File: config.mk
export PLATFORM = sky130hd
export DESIGN_NAME = dblr_ctrl_seq
export DESIGN_NICKNAME = d
export VERILOG_FILES = /design/src/rtl/dblr_pkg.sv /design/src/rtl/dblr_wr_filter.sv /design/src/rtl/dblr_lock_timer.sv /design/src/rtl/dblr_ctrl_seq.sv
export SDC_FILE = /design/constraint.sdc
export NUM_CORES = 1
export LEC_CHECK = 0
export BUFFER_PORTS_ARGS = -buffer_cell sky130_fd_sc_hd__buf_2
export CAP_MARGIN = 20
export CORE_AREA = 2 2 50 52
export CTS_BUF_LIST = sky130_fd_sc_hd__clkbuf_16
export DETAILED_ROUTE_END_ITERATION = 10
export DIE_AREA = 0 0 52 54
export GPL_TIMING_DRIVEN = 0
export HOLD_SLACK_MARGIN = 0.1
export PLACE_DENSITY_LB_ADDON = 0.25
export SLEW_MARGIN = 20
export SYNTH_ARGS = -nofsm -noshare
export SYNTH_HDL_FRONTEND = slang
export SYNTH_SLANG_ARGS = --single-unit
File: constraint.sdc
create_clock -name clk -period 1.3 [get_ports clk]
set_clock_uncertainty 0.05 [all_clocks]
set_input_delay 0.13 -clock clk [delete_from_list [all_inputs] [get_ports clk]]
set_output_delay 0.13 -clock clk [all_outputs]
set_load 0.005 [all_outputs]
File: src/rtl/dblr_pkg.sv
package dblr_pkg;
  typedef enum logic [1:0] {
    MD_OFF  = 2'b00,
    MD_WARM = 2'b01,
    MD_DBL  = 2'b10,
    MD_RSVD = 2'b11
  } dbl_mode_e;

  localparam int unsigned REG_W    = 8;
  localparam int unsigned MODE_LSB = 0;
  localparam int unsigned BUSY_BIT = 2;
  localparam int unsigned LKTM_BIT = 3;
  localparam int unsigned ERR_BIT  = 4;
endpackage

File: src/rtl/dblr_wr_filter.sv
module dblr_wr_filter
  import dblr_pkg::*;
(
  input  dbl_mode_e cur_mode,
  input  dbl_mode_e req_mode,
  input  logic      wr,
  input  logic      slow,
  input  logic      busy,
  output logic      accept,
  output logic      refuse,
  output logic      start_lock,
  output logic      abort_lock
);
  logic same, rsvd, path_ok;

  always_comb begin
    same = (req_mode == cur_mode);
    rsvd = (req_mode == MD_RSVD);
    unique case (cur_mode)
      MD_OFF:  path_ok = (req_mode == MD_WARM);
      MD_WARM: path_ok = (req_mode == MD_OFF) || ((req_mode == MD_DBL) && !busy);
      MD_DBL:  path_ok = (req_mode == MD_WARM);
      default: path_ok = 1'b0;
    endcase
    accept     = wr && !same && !rsvd && !slow && path_ok;
    refuse     = wr && !same && !rsvd && !accept;
    start_lock = accept && (cur_mode == MD_OFF) && (req_mode == MD_WARM);
    abort_lock = accept && (req_mode == MD_OFF);
  end
endmodule

File: src/rtl/dblr_lock_timer.sv
module dblr_lock_timer #(
  parameter int unsigned LONG_LOG2  = 12,
  parameter int unsigned SHORT_LOG2 = 10
) (
  input  logic clk,
  input  logic rst_n,
  input  logic start,
  input  logic abort,
  input  logic short_sel,
  output logic busy
);
  localparam int unsigned CW = LONG_LOG2;
  localparam logic [CW-1:0] LONG_LOAD  = CW'((64'd1 << LONG_LOG2) - 64'd1);
  localparam logic [CW-1:0] SHORT_LOAD = CW'((64'd1 << SHORT_LOG2) - 64'd1);

  logic [CW-1:0] cnt_q, cnt_n;
  logic          busy_q, busy_n;

  always_comb begin
    cnt_n  = cnt_q;
    busy_n = busy_q;
    if (start) begin
      cnt_n  = short_sel ? SHORT_LOAD : LONG_LOAD;
      busy_n = 1'b1;
    end else if (abort) begin
      busy_n = 1'b0;
    end else if (busy_q) begin
      if (cnt_q == '0) busy_n = 1'b0;
      else             cnt_n  = cnt_q - 1'b1;
    end
  end

  always_ff @(posedge clk or negedge rst_n) begin
    if (!rst_n) begin
      cnt_q  <= '0;
      busy_q <= 1'b0;
    end else begin
      cnt_q  <= cnt_n;
      busy_q <= busy_n;
    end
  end

  assign busy = busy_q;
endmodule

File: src/rtl/dblr_ctrl_seq.sv
module dblr_ctrl_seq
  import dblr_pkg::*;
#(
  parameter int unsigned LONG_LOG2  = 12,
  parameter int unsigned SHORT_LOG2 = 10,
  parameter int unsigned SYNC_STG   = 2
) (
  input  logic             clk,
  input  logic             rst_n,
  input  logic             reg_wr,
  input  logic [REG_W-1:0] reg_wdata,
  output logic [REG_W-1:0] reg_rdata,
  input  logic             slow_mode,
  input  logic             osc_stop_req,
  output logic             dbl_en,
  output logic             sel_dbl,
  output logic             osc_stop_viol
);
  logic [SYNC_STG-1:0] rst_sync_q;
  logic                rst_n_s;

  always_ff @(posedge clk or negedge rst_n) begin
    if (!rst_n) rst_sync_q <= '0;
    else        rst_sync_q <= {rst_sync_q[SYNC_STG-2:0], 1'b1};
  end
  assign rst_n_s = rst_sync_q[SYNC_STG-1];

  dbl_mode_e mode_q, mode_n, req_mode;
  logic      lktm_q, lktm_n, err_q, err_n;
  logic      busy, accept, refuse, start_lock, abort_lock;

  assign req_mode = dbl_mode_e'(reg_wdata[MODE_LSB +: 2]);

  dblr_wr_filter u_filt (
    .cur_mode  (mode_q),
    .req_mode  (req_mode),
    .wr        (reg_wr),
    .slow      (slow_mode),
    .busy      (busy),
    .accept    (accept),
    .refuse    (refuse),
    .start_lock(start_lock),
    .abort_lock(abort_lock)
  );

  dblr_lock_timer #(
    .LONG_LOG2 (LONG_LOG2),
    .SHORT_LOG2(SHORT_LOG2)
  ) u_lock (
    .clk      (clk),
    .rst_n    (rst_n_s),
    .start    (start_lock),
    .abort    (abort_lock),
    .short_sel(reg_wdata[LKTM_BIT]),
    .busy     (busy)
  );

  assign osc_stop_viol = osc_stop_req && (mode_q != MD_OFF);

  always_comb begin
    mode_n = mode_q;
    lktm_n = lktm_q;
    err_n  = err_q;
    if (reg_wr) begin
      lktm_n = reg_wdata[LKTM_BIT];
      if (reg_wdata[ERR_BIT]) err_n = 1'b0;
      if (accept) mode_n = req_mode;
    end
    if (refuse || osc_stop_viol) err_n = 1'b1;
  end

  always_ff @(posedge clk or negedge rst_n_s) begin
    if (!rst_n_s) begin
      mode_q <= MD_OFF;
      lktm_q <= 1'b0;
      err_q  <= 1'b0;
    end else begin
      mode_q <= mode_n;
      lktm_q <= lktm_n;
      err_q  <= err_n;
    end
  end

  assign dbl_en  = (mode_q != MD_OFF);
  assign sel_dbl = (mode_q == MD_DBL);

  always_comb begin
    reg_rdata                    = '0;
    reg_rdata[MODE_LSB +: 2]     = mode_q;
    reg_rdata[BUSY_BIT]          = busy;
    reg_rdata[LKTM_BIT]          = lktm_q;
    reg_rdata[ERR_BIT]           = err_q;
  end
endmodule

==> flow_metrics.tcl <==
set metrics [dict create \
    pre_cts_slack_ns -0.560 \
    place_hpwl_um 1920 \
    switching_power_mw 1.12 \
    synth_cells 137 \
    clkTransAtPathRegs_ns 0.06 \
    rrSetupSlack_ns -0.52 \
    synth_top_area_frac 0.375 \
    antenna_found_initial 0 \
    grt_max_degree 18 \
    drtIter0Drc 20 \
    area_growth_pct 43.4 \
    cts_buffer_depth 2 \
    gp_congestion 0.830 \
    power.density_nw_per_um2 1640 \
    min_path_type "input pin to register" \
    cp.required_ns 1.39 \
    min_period_ns 1.82 \
    crit_type "register to register" \
    die_h_um 54 \
    cellLeakagePower_nw 0.801 \
    synth_edf_count 0 \
    swShare 0.376 \
    async_flop_share 1.00 \
    max_freq_mhz 549 \
    finalMaxSlewViolations 0 \
    endpoint_kind "register" \
    tightest_slew_ns 0.751 \
    coreArea_um2 2320 \
    cts_tree "done" \
    track_usage 0.247 \
    max_cap_viol_count 0 \
    syn_area_um2 1270 \
    htreeDepth 1 \
    yosysTopAreaCell "dfrtp_1" \
    synth_warnings 0 \
    diodes 0 \
    die-area_um2 2810 \
    clock-sinks 19 \
    synthTopCellsByArea "dfrtp_1 37%, o21ai_0 4.3%, buf_4 4.1%, inv_1 3.0%, nor2_1 3.0%" \
    avgSynthCellArea_um2 9.26 \
    p_seq_frac 0.370 \
    drt-pass1-iter-count 4 \
    maxSlewHeadroom 0.500 \
    ir_drop_uv 1070 \
    start_util 0.547 \
    vias 1259 \
    setup_viol 17 \
    numCtsBuffers 3 \
    root_buffer "clkbuf_16" \
    yosysMostFrequentCell "dfrtp_1" \
    path_cells "or3b_4, or3_4, a31o_4, a2bb2oi_2" \
    critPathMaxFanout 6 \
    hold_viol_final 0 \
    fin_crit_sh 1.40 \
    grt_pass1_wl_um 5090 \
    outcome "complete, but fails checks" \
    drc 0 \
    route.antenna.remaining_nets 0 \
    gr-total-overflow 0 \
    rsz0062_at_grt "yes" \
    pin_count 24 \
    die_w_um 52 \
    setup_slack_ns -0.520 \
    fin_util 0.784 \
    grt_pass1_vias 1134 \
    wl_per_cell_um 16.5 \
    cp_slowest_stage_delay_ns 0.43 \
    violations "negative setup slack" \
    p_comb_frac 0.412 \
    viasPerCell 5.88 \
    ys_ff_latch 19 \
    cp.arrival_ns 1.91 \
    clkPwrFrac 0.218 \
    netlist_top_cells_count "19 x dfrtp_1, 11 x o21ai_0, 10 x inv_1, 10 x nor2_1" \
    io_buffers 14 \
    ys.flop_type "dfrtp_1" \
    p_int_mw 1.86 \
    drive_above_1_share 0.489 \
    rows 18 \
    yosysUniqueCellTypes 51 \
    yosysSeqAreaShare 0.375 \
    totalWireLength_um 3540 \
    nNetsFinal 199 \
    insertion_delay_ns 0.25 \
    cp-start-kind "register" \
    cp_slowest_cell "or3_4" \
]
[cells in the final DEF (no fill, tap or decap), drive strengths merged, types with 4 or more instances in the layout]
master,n
a21oi,7
a311oi,4
buf,51
o21ai,11
nor3,6
dfrtp,19
conb,4
inv,10
nor2,10
clkbuf,5
[flip-flops by register name (all words and copies together) (netlist names)]
signal / cells
err_q: 1
lktm_q: 1
mode_q: 2
rst_sync_q: 2
u_lock.busy: 1
u_lock.cnt_q: 12
[kinds of logic after synthesis]
| group | after synthesis | share of synthesized area |
|---|---|---|
| buffers and inverters | 23 | 0.103 |
| DFF | 19 | 0.375 |
| AOI/OAI and AO/OA | 43 | 0.242 |
| xor gates and xnor gates | 1 | 0.00690 |
| and+or+nand+nor | 45 | 0.234 |
| muxes | 3 | 0.0247 |
| adders and majority gates | 1 | 0.00986 |
| other | 2 | 0.00592 |
[final cells by class]
class / count / area [um2]
fill: 146 / 500
timing repair buffer: 43 / 302
clock buffer: 3 / 75.1
inverter: 10 / 37.5
tap: 30 / 37.5
clock inverter: 1 / 5.00
multi-input combinational: 97 / 800
buffer: 11 / 80.1
sequential: 19 / 483
[power by group through the flow]
stage	Clock [mW]	Combinational, mW	Sequential (mW)
finish	0.650	1.23	1.10
CTS	0.646	0.985	1.08
detailed placement	0	0.680	1.09
global placement	0	0.652	1.07
floorplan	0	0.565	1.02
global route	0.667	1.32	1.13
[per-layer routing]
| layer | vias to the layer above | share of wire | global-route usage |
|---|---|---|---|
| li1 | 599 | - | - |
| met1 | 600 | 0.40 | 0.297 |
| met2 | 50 | 0.53 | 0.424 |
| met3 | 10 | 0.046 | 0.0361 |
| met4 | 0 | 0.024 | 0.136 |
| met5 | - | 0 | 0 |
[stage by stage]
step,hold WS [ns],cell area (um2),total power [mW],std cells,TNS [ns]
floorplan,-0.216,1300,1.59,139,-5.34
global placement,-0.136,1410,1.73,183,-6.12
detailed placement,-0.130,1410,1.77,183,-6.42
CTS,0.100,1680,2.71,201,-5.98
global route,0.114,1820,3.12,214,-7.75
finish,0.0990,1820,2.98,214,-6.90
[critical path: cells and delay by family, from the launching register on]
| family | cells | cell delay, ns |
|---|---|---|
| AO/OA/AOI/OAI | 2 | 0.44 |
| flip-flops | 1 | 0.41 |
| AND/OR/NAND/NOR | 2 | 0.81 |
[repair_timing]
action	4_1_cts	5_1_grt
gates cloned	0	0
setup buffers	13	15
resized for setup	26	15
hold buffers	1	0
endpoints found under the setup margin	16	19
hold endpoints to repair	2	0
pin swaps	7	8
[path summary, 6_finish.rpt]
check | start | cells after the start | endpoint
max in group asynchronous | rst_sync_q[1] | 0 | u_lock.cnt_q[5]
max | mode_q[1] | 4 | u_lock.cnt_q[1]
min | reg_wdata[3] | 2 | lktm_q
max reg2reg | mode_q[1] | 4 | u_lock.cnt_q[1]
min in group asynchronous | rst_n | 2 | rst_sync_q[1]
min reg2reg | rst_sync_q[1] | 0 | u_lock.busy
(Power assumes the default switching activity.)
